==> config.mk <==
export PLATFORM = sky130hd
export DESIGN_NAME = wf_load_gate
export DESIGN_NICKNAME = d
export VERILOG_FILES = /design/src/rtl/wfl_pkg.sv /design/src/rtl/wfl_counter.sv /design/src/rtl/wfl_wait_gate.sv /design/src/rtl/wf_load_gate.sv
export SDC_FILE = /design/constraint.sdc
export NUM_CORES = 1
export LEC_CHECK = 0
export CORE_ASPECT_RATIO = 1.75
export CORE_MARGIN = 5
export CORE_UTILIZATION = 69
export CTS_CLUSTER_SIZE = 16
export DETAILED_ROUTE_END_ITERATION = 8
export DONT_BUFFER_PORTS = 1
export PLACE_DENSITY = 0.85
export SYNTH_ARGS = -nofsm -noshare
export SYNTH_HDL_FRONTEND = slang
export SYNTH_SLANG_ARGS = --single-unit
==> constraint.sdc <==
create_clock -name clk -period 6.94 [get_ports clk]
set_clock_uncertainty 0.15 [all_clocks]
set_input_delay 1.041 -clock clk [delete_from_list [all_inputs] [get_ports clk]]
set_output_delay 1.041 -clock clk [all_outputs]
set_load 0.1 [all_outputs]
==> src/rtl/wfl_pkg.sv <==
package wfl_pkg;

   typedef enum logic [1:0] {
      CNT_HOLD = 2'd0,
      CNT_UP   = 2'd1,
      CNT_DOWN = 2'd2
   } cnt_op_e;

   function automatic cnt_op_e pick_op(input logic up, input logic down);
      if (up && !down)      return CNT_UP;
      else if (down && !up) return CNT_DOWN;
      else                  return CNT_HOLD;
   endfunction

endpackage

==> src/rtl/wfl_counter.sv <==
module wfl_counter
   import wfl_pkg::*;
#(
   parameter int CNT_W   = 4,
   parameter bit ERR_REG = 1'b1
) (
   input  logic             clk,
   input  logic             rst_n,
   input  logic             inc,
   input  logic             dec,
   output logic [CNT_W-1:0] cnt,
   output logic             ovf,
   output logic             udf
);
   localparam logic [CNT_W-1:0] MAXV = {CNT_W{1'b1}};

   cnt_op_e          op;
   logic [CNT_W-1:0] cnt_q, cnt_d;
   logic             ovf_c, udf_c;

   always_comb begin
      op    = pick_op(inc, dec);
      ovf_c = (op == CNT_UP)   && (cnt_q == MAXV);
      udf_c = (op == CNT_DOWN) && (cnt_q == '0);
      cnt_d = cnt_q;
      if (op == CNT_UP && !ovf_c)   cnt_d = cnt_q + 1'b1;
      if (op == CNT_DOWN && !udf_c) cnt_d = cnt_q - 1'b1;
   end

   always_ff @(posedge clk or negedge rst_n) begin
      if (!rst_n) cnt_q <= '0;
      else        cnt_q <= cnt_d;
   end

   assign cnt = cnt_q;

   generate
      if (ERR_REG) begin : g_err_reg
         logic ovf_q, udf_q;
         always_ff @(posedge clk or negedge rst_n) begin
            if (!rst_n) begin
               ovf_q <= 1'b0;
               udf_q <= 1'b0;
            end else begin
               ovf_q <= ovf_c;
               udf_q <= udf_c;
            end
         end
         assign ovf = ovf_q;
         assign udf = udf_q;
      end else begin : g_err_comb
         assign ovf = ovf_c;
         assign udf = udf_c;
      end
   endgenerate

   assert_inc_R1: assert property (@(posedge clk) disable iff (!rst_n)
      (inc && !dec && cnt_q != MAXV) |=> cnt_q == $past(cnt_q) + 1'b1);
   assert_dec_R2: assert property (@(posedge clk) disable iff (!rst_n)
      (dec && !inc && cnt_q != '0) |=> cnt_q == $past(cnt_q) - 1'b1);
   assert_pair_hold_R5: assert property (@(posedge clk) disable iff (!rst_n)
      (inc && dec) |=> $stable(cnt_q));
   assert_no_overflow_R6: assert property (@(posedge clk) disable iff (!rst_n)
      (inc && !dec && cnt_q == MAXV) |=> cnt_q == MAXV);
   assert_no_underflow_R7: assert property (@(posedge clk) disable iff (!rst_n)
      (dec && !inc && cnt_q == '0) |=> cnt_q == '0);
endmodule

==> src/rtl/wfl_wait_gate.sv <==
module wfl_wait_gate #(
   parameter int CNT_W = 4
) (
   input  logic             clk,
   input  logic             rst_n,
   input  logic             wait_req,
   input  logic [CNT_W-1:0] wait_lim,
   input  logic [CNT_W-1:0] cnt,
   output logic             issue_ok
);
   logic             pend_q;
   logic [CNT_W-1:0] lim_q;
   logic             over;

   assign over     = cnt > lim_q;
   assign issue_ok = !(pend_q && over);

   always_ff @(posedge clk or negedge rst_n) begin
      if (!rst_n) begin
         pend_q <= 1'b0;
         lim_q  <= '0;
      end else if (wait_req) begin
         pend_q <= 1'b1;
         lim_q  <= wait_lim;
      end else if (pend_q && !over) begin
         pend_q <= 1'b0;
      end
   end

   // a stall can only begin right after a wait request
   assert_stall_source_R3: assert property (@(posedge clk) disable iff (!rst_n)
      $fell(issue_ok) |-> $past(wait_req));
   // with no wait pending and none arriving, the next cycle may issue
   assert_free_issue_R4: assert property (@(posedge clk) disable iff (!rst_n)
      (!pend_q && !wait_req) |=> issue_ok);
endmodule

==> src/rtl/wf_load_gate.sv <==
module wf_load_gate #(
   parameter int NUM_WF  = 8,
   parameter int CNT_W   = 4,
   parameter bit ERR_REG = 1'b1,
   localparam int WF_W   = $clog2(NUM_WF)
) (
   input  logic              clk,
   input  logic              rst_n,
   input  logic              ld_issue_vld,
   input  logic [WF_W-1:0]   ld_issue_wf,
   input  logic              ld_ret_vld,
   input  logic [WF_W-1:0]   ld_ret_wf,
   input  logic              wait_vld,
   input  logic [WF_W-1:0]   wait_wf,
   input  logic [CNT_W-1:0]  wait_thr,
   output logic [NUM_WF-1:0] issue_en,
   output logic              ovf_err,
   output logic              udf_err
);
   generate
      if (NUM_WF < 2) begin : g_bad_wf
         $error("wf_load_gate: NUM_WF must be at least 2");
      end
      if (CNT_W < 1) begin : g_bad_cnt
         $error("wf_load_gate: CNT_W must be at least 1");
      end
   endgenerate

   logic [NUM_WF-1:0] ovf_v, udf_v;

   generate
      for (genvar w = 0; w < NUM_WF; w++) begin : g_wf
         logic             inc_w, dec_w, wait_w;
         logic [CNT_W-1:0] cnt_w;

         assign inc_w  = ld_issue_vld && (ld_issue_wf == WF_W'(w));
         assign dec_w  = ld_ret_vld   && (ld_ret_wf   == WF_W'(w));
         assign wait_w = wait_vld     && (wait_wf     == WF_W'(w));

         wfl_counter #(.CNT_W(CNT_W), .ERR_REG(ERR_REG)) u_cnt (
            .clk (clk),
            .rst_n (rst_n),
            .inc (inc_w),
            .dec (dec_w),
            .cnt (cnt_w),
            .ovf (ovf_v[w]),
            .udf (udf_v[w])
         );

         wfl_wait_gate #(.CNT_W(CNT_W)) u_gate (
            .clk (clk),
            .rst_n (rst_n),
            .wait_req (wait_w),
            .wait_lim (wait_thr),
            .cnt (cnt_w),
            .issue_ok (issue_en[w])
         );
      end
   endgenerate

   assign ovf_err = |ovf_v;
   assign udf_err = |udf_v;

   // at most one strobe of each kind per cycle, so at most one slice flags
   assert_single_ovf_R6: assert property (@(posedge clk) disable iff (!rst_n)
      $onehot0(ovf_v));
   assert_single_udf_R7: assert property (@(posedge clk) disable iff (!rst_n)
      $onehot0(udf_v));
   // an idle cycle with no wait request never lowers any issue bit
   assert_idle_keeps_R9: assert property (@(posedge clk) disable iff (!rst_n)
      (!wait_vld) |=> ($past(issue_en) & ~issue_en) == '0);
endmodule

# ---- After elaboration in Yosys (flattened, before gate mapping)
# Index checks and enable logic that the tools add are counted.
# W data, S select, Z words.
dict set report totals {
  register_bits 88
  in_bits 18
  out_inout_bits 10
  word_cells 322
}
dict set report op_classes {
  add_sub_neg 16
  order_cmp 8
  n_eq_ne 45
  mux 48
  n_reduce_logical 165
}
# cell count
set ops {}
lappend ops {{$logic_and A1 B1 Y1} 88}
lappend ops {{$mux W4} 16}
lappend ops {{$logic_not A1 Y1} 48}
lappend ops {{$eq A3 B3 Y1 const B} 12}
lappend ops {{$add A4 B1 Y4 const B} 8}
lappend ops {{$eq A4 B4 Y1 const B} 8}
lappend ops {{$gt A4 B4 Y1} 8}
lappend ops {{$logic_not A4 Y1} 8}
lappend ops {{$mux W2} 16}
lappend ops {{$reduce_bool A2 Y1} 16}
lappend ops {{$sub A4 B1 Y4 const B} 8}
lappend ops {{$eq A3 B2 Y1 const B} 6}
lappend ops {{$eq A2 B1 Y1 const B} 8}
lappend ops {{$eq A2 B2 Y1 const B} 8}
lappend ops {{$mux W1} 16}
lappend ops {{$reduce_or A8 Y1} 2}
lappend ops {{$eq A3 B1 Y1 const B} 3}
lappend ops {{$logic_not A3 Y1} 3}

# ---- Depth between registers and ports, before layout
# Gate-level depths: netlist of the first run.
dict set report depth {
  word_depth 12
  mapped_depth 9
  depth_no_buf 8
}

# ---- By module
# Synthesis of the first run repeated with hierarchy kept, for this count alone.
dict set report unflattened {
  hier_cells 501
  area_unflattened_um2 5526.6
}
# mod instances cells_each area_per_inst_um2
set modules_own_cells {}
lappend modules_own_cells {wfl_counter 8 27 352.8}
lappend modules_own_cells {wfl_wait_gate 8 30 306.5}
lappend modules_own_cells {wf_load_gate 1 45 251.5}

# ---- Least setup slack after synthesis of the first run
# Ideal clock, no wire load.
dict set report synth_timing {
  path_type {input to register}
  startpoint {input port ld_issue_wf[0]}
  endpoint {register g_wf[0].u_cnt.cnt_q[3]}
  setup_ps 79
  arrival_ps 2726
  required_ps 6711
  setup_slack_ps 3985
  cell_stages 8
  path_buffers 0
  path_cell_list {or4b_1 -> nand3_2 -> inv_1 -> ha_1 -> a21o_1 -> a21oi_1 -> mux2i_1 -> xor2_1}
}
dict set report synth_via {
  elab_chain_len 11
}
# element line
set synth_rtl {}
lappend synth_rtl {{start, declared} wf_load_gate.sv:10} ;# input logic [WF_W-1:0] ld_issue_wf,
lappend synth_rtl {{$logic_not A3 Y1 (*)} wf_load_gate.sv:36} ;# assign inc_w = ld_issue_vld && (ld_issue_wf == WF_W'(w));
lappend synth_rtl {{$logic_and A1 B1 Y1 (*)} wf_load_gate.sv:36}
lappend synth_rtl {{$logic_not A1 Y1} wfl_pkg.sv:11} ;# else if (down && !up) return CNT_DOWN;
lappend synth_rtl {{$logic_and A1 B1 Y1} wfl_pkg.sv:11}
lappend synth_rtl {{$mux W2} wfl_pkg.sv:11}
lappend synth_rtl {{$mux W2 (*)} wfl_pkg.sv:10} ;# if (up && !down) return CNT_UP;
lappend synth_rtl {{$eq A2 B2 Y1 / $eq A2 B1 Y1 (equally long branches)} -}
lappend synth_rtl {{$logic_and A1 B1 Y1 (on tied branches)} {wfl_counter.sv:24, wfl_counter.sv:23}}
lappend synth_rtl {{$logic_not A1 Y1 (on tied branches)} {wfl_counter.sv:27, wfl_counter.sv:26}}
lappend synth_rtl {{$logic_and A1 B1 Y1 (on tied branches)} {wfl_counter.sv:27, wfl_counter.sv:26}}
lappend synth_rtl {{$mux W4 / $reduce_bool A2 Y1 (equally long branches)} -}
lappend synth_rtl {{end signal, assigned} wfl_counter.sv:32} ;# else cnt_q <= cnt_d;
lappend synth_rtl {{end, declared} wfl_counter.sv:18} ;# logic [CNT_W-1:0] cnt_q, cnt_d;
# Mark *: on every way between the ends. The rest lies on a longest branch, timed or not.
# A chain may end at the register's enable or synchronous reset.

# ---- Final worst setup path of the first run
dict set report layout_timing {
  startpoint {register g_wf[5].u_cnt.cnt_q[1]}
  endpoint {output port issue_en[5]}
}
dict set report layout_via {
  elab_chain_len 3
}
# element line
set layout_rtl {}
lappend layout_rtl {{start, declared} wfl_counter.sv:18}
lappend layout_rtl {{start signal, assigned} wfl_counter.sv:32}
lappend layout_rtl {{$gt A4 B4 Y1} wfl_wait_gate.sv:15} ;# assign over = cnt > lim_q;
lappend layout_rtl {{$logic_and A1 B1 Y1} wfl_wait_gate.sv:16} ;# assign issue_ok = !(pend_q && over);
lappend layout_rtl {{$logic_not A1 Y1} wfl_wait_gate.sv:16}
lappend layout_rtl {{end, declared} wf_load_gate.sv:16} ;# output logic [NUM_WF-1:0] issue_en,
# Every way passes these cells.

==> summary.md, run 1 <==
| Metric | Value |
|---|---|
| Slew at the pin closest to its max-slew limit | `approximately 1.1 ns` |
| GRT busiest layer | `met2` |
| Initial antenna violation count | `0` |
| Detail Route Antenna Nets | `0` |
| Seq cells post-synth | `88` |
| Final Cycle Share | `51.5%` |
| Fin crit period | `3.57 ns` |
| Pleak | `around 2.8 nW` |
| DRC viols | `0` |
| Layout cells sized above 1 | `roughly an eighth` |
| CP endpoint kind | `primary output` |
| Clock sinks | `slightly below 90` |
| Multi-input gate area | `0.00292 mm²` |
| Syn nets | `~600` |
| I/O Pins | `28` |
| Met2 Use GR | `a little under half` |
| Max stage delay on crit path | `0.84 ns` |
| FP Rows | `43` |
| Clock Tree Buf Depth | `2` |
| DRT iter0 DRCs | `just under 300` |
| Routed WL | `approximately 12,000 µm` |
| Final design utilization | `about three quarters` |
| Status | `finished clean` |
| Most common cell after layout, fill and taps aside | `dfrtp_1` |
| H-tree depth | `3` |
| Die area | `about 0.01 mm²` |
| Final setup viols | `0` |
| Unrepaired setup endpoints after global routing | `false` |
| Cell at the slowest stage of the critical path | `o21bai_2` |
| # fillers | `about 510` |
| DRT Pass-1 Iters | `5` |
| Hpwl dp | `~8500 µm` |
| Unique cell type count in the Yosys netlist | `just over 40` |
| Reg2Reg Setup Slack | `roughly 4.3 ns` |
| Post_cts resized | `0` |
| Gr usage total | `approximately a quarter` |
| Clk_lat worst skew | `about 0.34 ns` |
| Root Driver | `clkbuf_16` |
| Clock-pin slew on the worst setup and hold paths | `approximately 0.06 ns` |
| Port Buf Inserts | `0` |
| Number of global-route vias before repair | `about 4,300` |
| Setup_tns | `0 ns` |
| Total grt overflow | `0` |
| Required @ worst endpoint | `approximately 5.8 ns` |
| Hold_buf cts | `0` |
| Worst slew margin | `between 20% and 30%` |
| Final Max Slew Viols | `0` |
| Avg WL per Cell | `~19 µm` |
| Max-cap violation count | `0` |
| Grt met1 use | `between 20% and 30%` |
| Die Height | `127 µm` |
| Area Overhead vs Synth | `7.72%` |
| CTS Buf Count | `9` |
| Final hold violation count | `0` |
| Pwr/cell area | `383 mW/mm²` |
| Crit-path most repeated cell | `o21a_1` |
| Peak supply drop | `between 0.3 and 0.4 mV` |
| Synthesized area | `approximately 0.0054 mm²` |
| Most frequent cells in the layout | `dfrtp_1, inv_1, nand2_1` |
| Final Wtd Congestion | `0.895` |
| Met3 GRT Util | `approximately 6.1%` |
| HP Class | `input pin to asynchronous set/reset pin` |
| CP Cell Sequence | `ha_1 > nor2b_1 > o21a_1 > o21a_1 > o21bai_2` |
| Largest net degree at the start of global routing | `89` |
| Die W | `a little under 80 µm` |
| Core ar. | `between 0.007 and 0.008 mm²` |
| Sequential cell area fraction in the yosys report | `40.5%` |
| Global-route wire length before repair | `20,600 µm` |
| Via count | `between 3,000 and 4,000` |
| Vias per std cell | `6.38` |
| N_diodes | `0` |
| Setup Fix Bufs, Post-CTS | `0` |
| CTS tree | `done` |
| Fin nets | `600` |
| Syn avg cell area | `between 10 and 15 µm²` |
| Crit path max fanout | `5` |
| Syn Inst Count | `529` |
| Synthesis Warnings | `0` |
| Initial core utilization | `between 60% and 70%` |
| Worst Setup Start Kind | `register` |
| Critical Path AT | `roughly 2.4 ns` |
| Path type of the worst setup path | `register to primary output` |
| FF/Latch Area | `~0.0022 mm²` |
| Fmax | `roughly 280 MHz` |
-- Yosys cell counts --
| master | n | area share [%] |
|---|---|---|
| a21o_1 | 11 | 1.5 |
| a21oi_1 | 18 | 1.7 |
| a2bb2oi_1 | 1 | 0.16 |
| and4_1 | 2 | 0.32 |
| and4b_1 | 6 | 1.1 |
| and4bb_2 | 6 | 1.4 |
| buf_2 | 6 | 0.55 |
| buf_4 | 10 | 1.4 |
| buf_6 | 1 | 0.21 |
| clkbuf_1 | 1 | 0.069 |
| dfrtp_1 | 88 | 40 |
| fa_1 | 8 | 2.9 |
| ha_1 | 48 | 11 |
| inv_1 | 60 | 4.1 |
| mux2_2 | 20 | 4.1 |
| mux2i_1 | 16 | 2.9 |
| nand2_1 | 55 | 3.8 |
| nand2b_1 | 2 | 0.23 |
| nand3_1 | 20 | 1.8 |
| nand3_2 | 8 | 1.5 |
| nand4_1 | 15 | 1.7 |
| nand4b_1 | 9 | 1.4 |
| nand4bb_1 | 3 | 0.62 |
| nor2_1 | 19 | 1.3 |
| nor2b_1 | 4 | 0.46 |
| nor3_2 | 2 | 0.37 |
| nor3b_2 | 2 | 0.46 |
| nor4_1 | 4 | 0.46 |
| nor4b_2 | 1 | 0.28 |
| nor4b_4 | 1 | 0.44 |
| o211ai_1 | 8 | 1.1 |
| o21a_1 | 5 | 0.69 |
| o21ai_0 | 23 | 2.1 |
| o21bai_1 | 1 | 0.14 |
| o221ai_1 | 4 | 0.64 |
| o22ai_1 | 4 | 0.46 |
| or4_1 | 8 | 1.1 |
| or4b_1 | 2 | 0.37 |
| or4bb_1 | 3 | 0.62 |
| xnor2_1 | 8 | 1.3 |
| xor2_1 | 16 | 2.6 |
-- sequential cells by signal, summed over array words and instances, names as in the netlist --
register	cells
g_wf.u_cnt.cnt	32
g_wf.u_gate.lim_q	32
g_wf.u_cnt.ovf	8
g_wf.u_cnt.udf	8
g_wf.u_gate.pend_q	8
-- per-layer routing --
layer,part of all wire (%),vias up
met5,0,-
li1,-,1859
met3,6.4,35
met2,54,132
met1,36,1939
met4,4.3,0
-- critical path, delay by kind of cell, from the launching register on --
kind,cells,cell delay (ns)
AO/OA/AOI/OAI,3,1.19
adder cells (fa/ha/maj),1,0.32
flip-flops,1,0.42
AND/OR/NAND/NOR,1,0.13
-- report_power, final --
part           switching, mW  internal (mW)  leakage (nW)
Clock                  0.204          0.389         0.172
Sequential             0.150          0.657          1.10
Combinational          0.484          0.360          1.56
-- per-stage QoR --
stage               cell area, µm²  power (mW)  std cells  setup slack [ns]  hold WS [ns]
floorplan                     5440        1.45        529              3.99         0.329
global placement              5490        1.57        605              3.74         0.337
detailed placement            5490        1.65        605              3.70         0.344
CTS                           5860        2.26        621              3.33         0.234
global route                  5860        2.41        621              3.26         0.223
finish                        5860        2.24        621              3.37         0.240
-- cell type report --
cell class | count | area share (%)
repair buffers | 4 | 0.512
inverters | 60 | 3.84
flip-flops and latches | 88 | 37.6
multi-input cells | 363 | 49.9
clock buffers | 9 | 3.84
clock inverters | 7 | 2.45
well taps | 90 | 1.92
-- logic make-up after synthesis --
logic type	synth area share, %
adder cells (fa/ha/maj)	14.0
AO/OA/AOI/OAI	8.48
multiplexers	7.08
flip-flops	40.5
AND/OR/NAND/NOR	19.8
buffers and inverters	6.34
XOR/XNOR	3.86
-- worst paths after layout --
check | depth (start not counted) | startpoint | to
min in group clk | 1 | g_wf[3].u_gate.lim_q[2] | g_wf[3].u_gate.lim_q[2]
worst min-delay path | 0 | rst_n | g_wf[6].u_gate.lim_q[1]
worst max register to register | 8 | g_wf[0].u_cnt.cnt[3] | g_wf[0].u_cnt.cnt[3]
worst max-delay path | 5 | g_wf[5].u_cnt.cnt[1] | issue_en[5]
worst min register to register | 1 | g_wf[3].u_gate.lim_q[2] | g_wf[3].u_gate.lim_q[2]
max in group asynchronous | 0 | rst_n | g_wf[4].u_gate.lim_q[3]
No activity file was read; power rests on OpenSTA's default activity.
==> run 2, diff against run 1 <==
--- a/config.mk
+++ b/config.mk
@@ -7,11 +7,11 @@
 export LEC_CHECK = 0
 export CORE_ASPECT_RATIO = 1.75
 export CORE_MARGIN = 5
-export CORE_UTILIZATION = 69
+export CORE_UTILIZATION = 64
 export CTS_CLUSTER_SIZE = 16
 export DETAILED_ROUTE_END_ITERATION = 8
 export DONT_BUFFER_PORTS = 1
-export PLACE_DENSITY = 0.85
+export PLACE_DENSITY = 0.8
 export SYNTH_ARGS = -nofsm -noshare
 export SYNTH_HDL_FRONTEND = slang
 export SYNTH_SLANG_ARGS = --single-unit
==> constraint.sdc (replaced) <==
create_clock -name clk -period 3.3 [get_ports clk]
set_clock_uncertainty 0.15 [all_clocks]
set_input_delay 0.495 -clock clk [delete_from_list [all_inputs] [get_ports clk]]
set_output_delay 0.495 -clock clk [all_outputs]
set_load 0.1 [all_outputs]
==> run 2 against run 1 <==
Effect of this change: via count fell by 0.40%; final area rose by 0.30%; die area rose by 7.0%; largest power group unchanged; clock power rose by 66%; sequential share of layout area fell by 0.11 points; final cell count rose by 4.8%; critical path depth rose by 1; clock-buffer cell count rose by 2; combinational power rose by 110%.
==> summary.md, run 2 (synthesis gave the netlist of run 1 again) <==
| Metric | Value |
|---|---|
| Layout cells sized above 1 | `12.7% (+0.45 points)` |
| Setup_tns | `0 ns (unchanged)` |
| Status | `finished clean` |
| Die area | `0.0105 mm² (+7.0%)` |
| Pwr/cell area | `760 mW/mm² (+98%)` |
| Hpwl dp | `8420 µm (-1.0%)` |
| Clock-pin slew on the worst setup and hold paths | `0.06 ns (about the same)` |
| I/O Pins | `28 (unchanged)` |
| CP endpoint | `issue_en[1]` |
| Met3 GRT Util | `6.57% (+0.43 points)` |
| Area Overhead vs Synth | `8.05%` |
| Clock Tree Buf Depth | `2 (unchanged)` |
| Fin nets | `606 (+1.0%)` |
| Final Max Slew Viols | `0 (unchanged)` |
| Critical Path AT | `2.05 ns (-0.33 ns)` |
| CP endpoint kind | `primary output` |
| Detail Route Antenna Nets | `0 (unchanged)` |
| CTS Buf Count | `9 (unchanged)` |
| Critical Path Source | `g_wf[1].u_cnt.cnt[1]` |
| Met2 Use GR | `39.9% (-5.1 points)` |
| Required @ worst endpoint | `2.65 ns (-3.10 ns)` |
| Path type of the worst setup path | `register to primary output` |
| Reg-to-Reg Start | `g_wf[1].u_cnt.cnt[1]` |
| N_diodes | `0 (unchanged)` |
| Port Buf Inserts | `0 (unchanged)` |
| Unrepaired setup endpoints after global routing | `false` |
| DRT iter0 DRCs | `216 (-25%)` |
| CTS tree | `done` |
| Vias per std cell | `6.07 (-5.0%)` |
| Root Driver | `clkbuf_16` |
| Crit path max fanout | `5 (unchanged)` |
| Global-route wire length before repair | `19,300 µm (-6.4%)` |
| WP depth | `6 (+1)` |
| Initial core utilization | `65.5% (-4.3 points)` |
| FP Rows | `44 (+2.3%)` |
| P_int | `2.75 mW (+95%)` |
| Net load switching power | `1.72 mW (+110%)` |
| Slew at the pin closest to its max-slew limit | `0.910 ns (-0.175 ns)` |
| Cell family with most CP delay | `compound AO/OA/AOI/OAI gates` |
| Die Height | `132 µm (+3.5%)` |
| Avg WL per Cell | `17.5 µm (-7.5%)` |
| Final Cycle Share | `between 80% and 90%` |
| CP Cell Sequence | `ha_1 > nor2b_1 > o21a_1 > o21ai_0 > a21o_1 > buf_4` |
| Core ar. | `0.00831 mm² (+6.6%)` |
| Clk_lat worst skew | `0.33 ns (about the same)` |
| Grt met1 use | `27.4% (-2.2 points)` |
| Buffers & Inverters on Critical Path | `1 (+1)` |
| R2R cell count | `8 (unchanged)` |
| Gr usage total | `23.4% (-2.8 points)` |
| DRT Pass-1 Iters | `6 (+1)` |
| Fmax | `372 MHz` |
| Die W | `79.7 µm (+3.3%)` |
| R2R Path End | `g_wf[1].u_cnt.cnt[3]` |
| Sw frac | `38.5% (+1.1 points)` |
| Max stage delay on crit path | `0.42 ns (-0.42 ns)` |
| Most common cell after layout, fill and taps aside | `dfrtp_1` |
| Max-cap violation count | `0 (unchanged)` |
| HP Class | `input pin to register` |
| Clock network power share | `22.1% (-4.3 points)` |
| Number of global-route vias before repair | `4,131 (-4.4%)` |
| Routed WL | `11,400 µm (-3.0%)` |
| Initial antenna violation count | `0 (unchanged)` |
| Pleak | `2.84 nW (+0.24%)` |
| Peak supply drop | `0.501 mV (+61%)` |
| Comb pwr share | `40.0% (+2.4 points)` |
| Via count | `3,949 (-0.40%)` |
| Reg2Reg Setup Slack | `0.64 ns (-3.70 ns)` |
| Final hold violation count | `0 (unchanged)` |
| Worst slew margin | `39.2% (+12 points)` |
| DRC viols | `0 (unchanged)` |
| H-tree depth | `3 (unchanged)` |
| Fin cells | `651 (+4.8%)` |
| GRT busiest layer | `met2` |
| Final setup viols | `0 (unchanged)` |
| Final Wtd Congestion | `0.857 (-4.2%)` |
| Most frequent cells in the layout | `dfrtp_1, inv_1, nand2_1` |
| Cell at the slowest stage of the critical path | `dfrtp_1` |
| Largest net degree at the start of global routing | `89 (unchanged)` |
| Worst Setup Start Kind | `register` |
| Total grt overflow | `0 (unchanged)` |
| Fin crit period | `approximately 2.7 ns` |
| Sequential share of power | `37.9% (+1.9 points)` |
| Clock sinks | `88 (unchanged)` |
| Dpl cells | `634 (+4.8%)` |
-- run 2: worst min-delay path by stage --
stage,depth (start not counted),startpoint,slack (ns),endpoint
final,2,wait_thr[1],0.13,g_wf[0].u_gate.lim_q[1]
after global routing,2,wait_thr[3],0.14,g_wf[2].u_gate.lim_q[3]
after CTS,2,wait_thr[1],0.12,g_wf[0].u_gate.lim_q[1]
after detailed placement,0,rst_n,0.05,g_wf[6].u_cnt.cnt[3]
after global placement,0,rst_n,0.05,g_wf[6].u_gate.pend_q
after floorplan,0,rst_n,0.05,g_wf[0].u_cnt.cnt[0]
-- run 2: power groups by stage --
stage / registers, mW / clock network, mW / logic (mW)
2_1_floorplan: 1.61 / 0 / 1.43
3_3_place_gp: 1.69 / 0 / 1.63
3_5_place_dp: 1.71 / 0 / 1.73
4_1_cts: 1.69 / 1.00 / 1.80
5_1_grt: 1.74 / 1.05 / 2.03
6_report: 1.70 / 0.987 / 1.79
-- run 2: layout make-up --
type	count	area [µm²]
Multi-Input combinational cell	363	2920
Timing Repair Buffer	10	97.6
Clock buffer	11	243
Sequential cell	88	2200
Clock inverter	4	45.0
Inverter	60	225
Fill cell	600	2430
Tap cell	115	144
-- run 2: through the flow --
stage / worst slack [ns] / area (µm²) / power [mW] / hold slack [ns] / util (%)
floorplan: 0.891 / 5440 / 3.04 / 0.0494 / -
global placement: 0.819 / 5560 / 3.32 / 0.0525 / 66.8
detailed placement: 0.788 / 5560 / 3.44 / 0.0528 / 66.8
CTS: 0.596 / 5880 / 4.49 / 0.125 / 70.7
global route: 0.487 / 5880 / 4.82 / 0.137 / 70.7
finish: 0.610 / 5880 / 4.47 / 0.131 / 70.7
-- run 2: layer usage --
layer	share of wire, %	up-vias
met5	0	-
met4	3.3	0
met3	5.2	27
met2	52	83
met1	39	1960
li1	-	1879
-- run 2: repair_timing --
action,in CTS,in global routing
hold buffers,2,0
hold endpoints to repair,88,0
buffers inserted,0,0
resized for setup,0,0
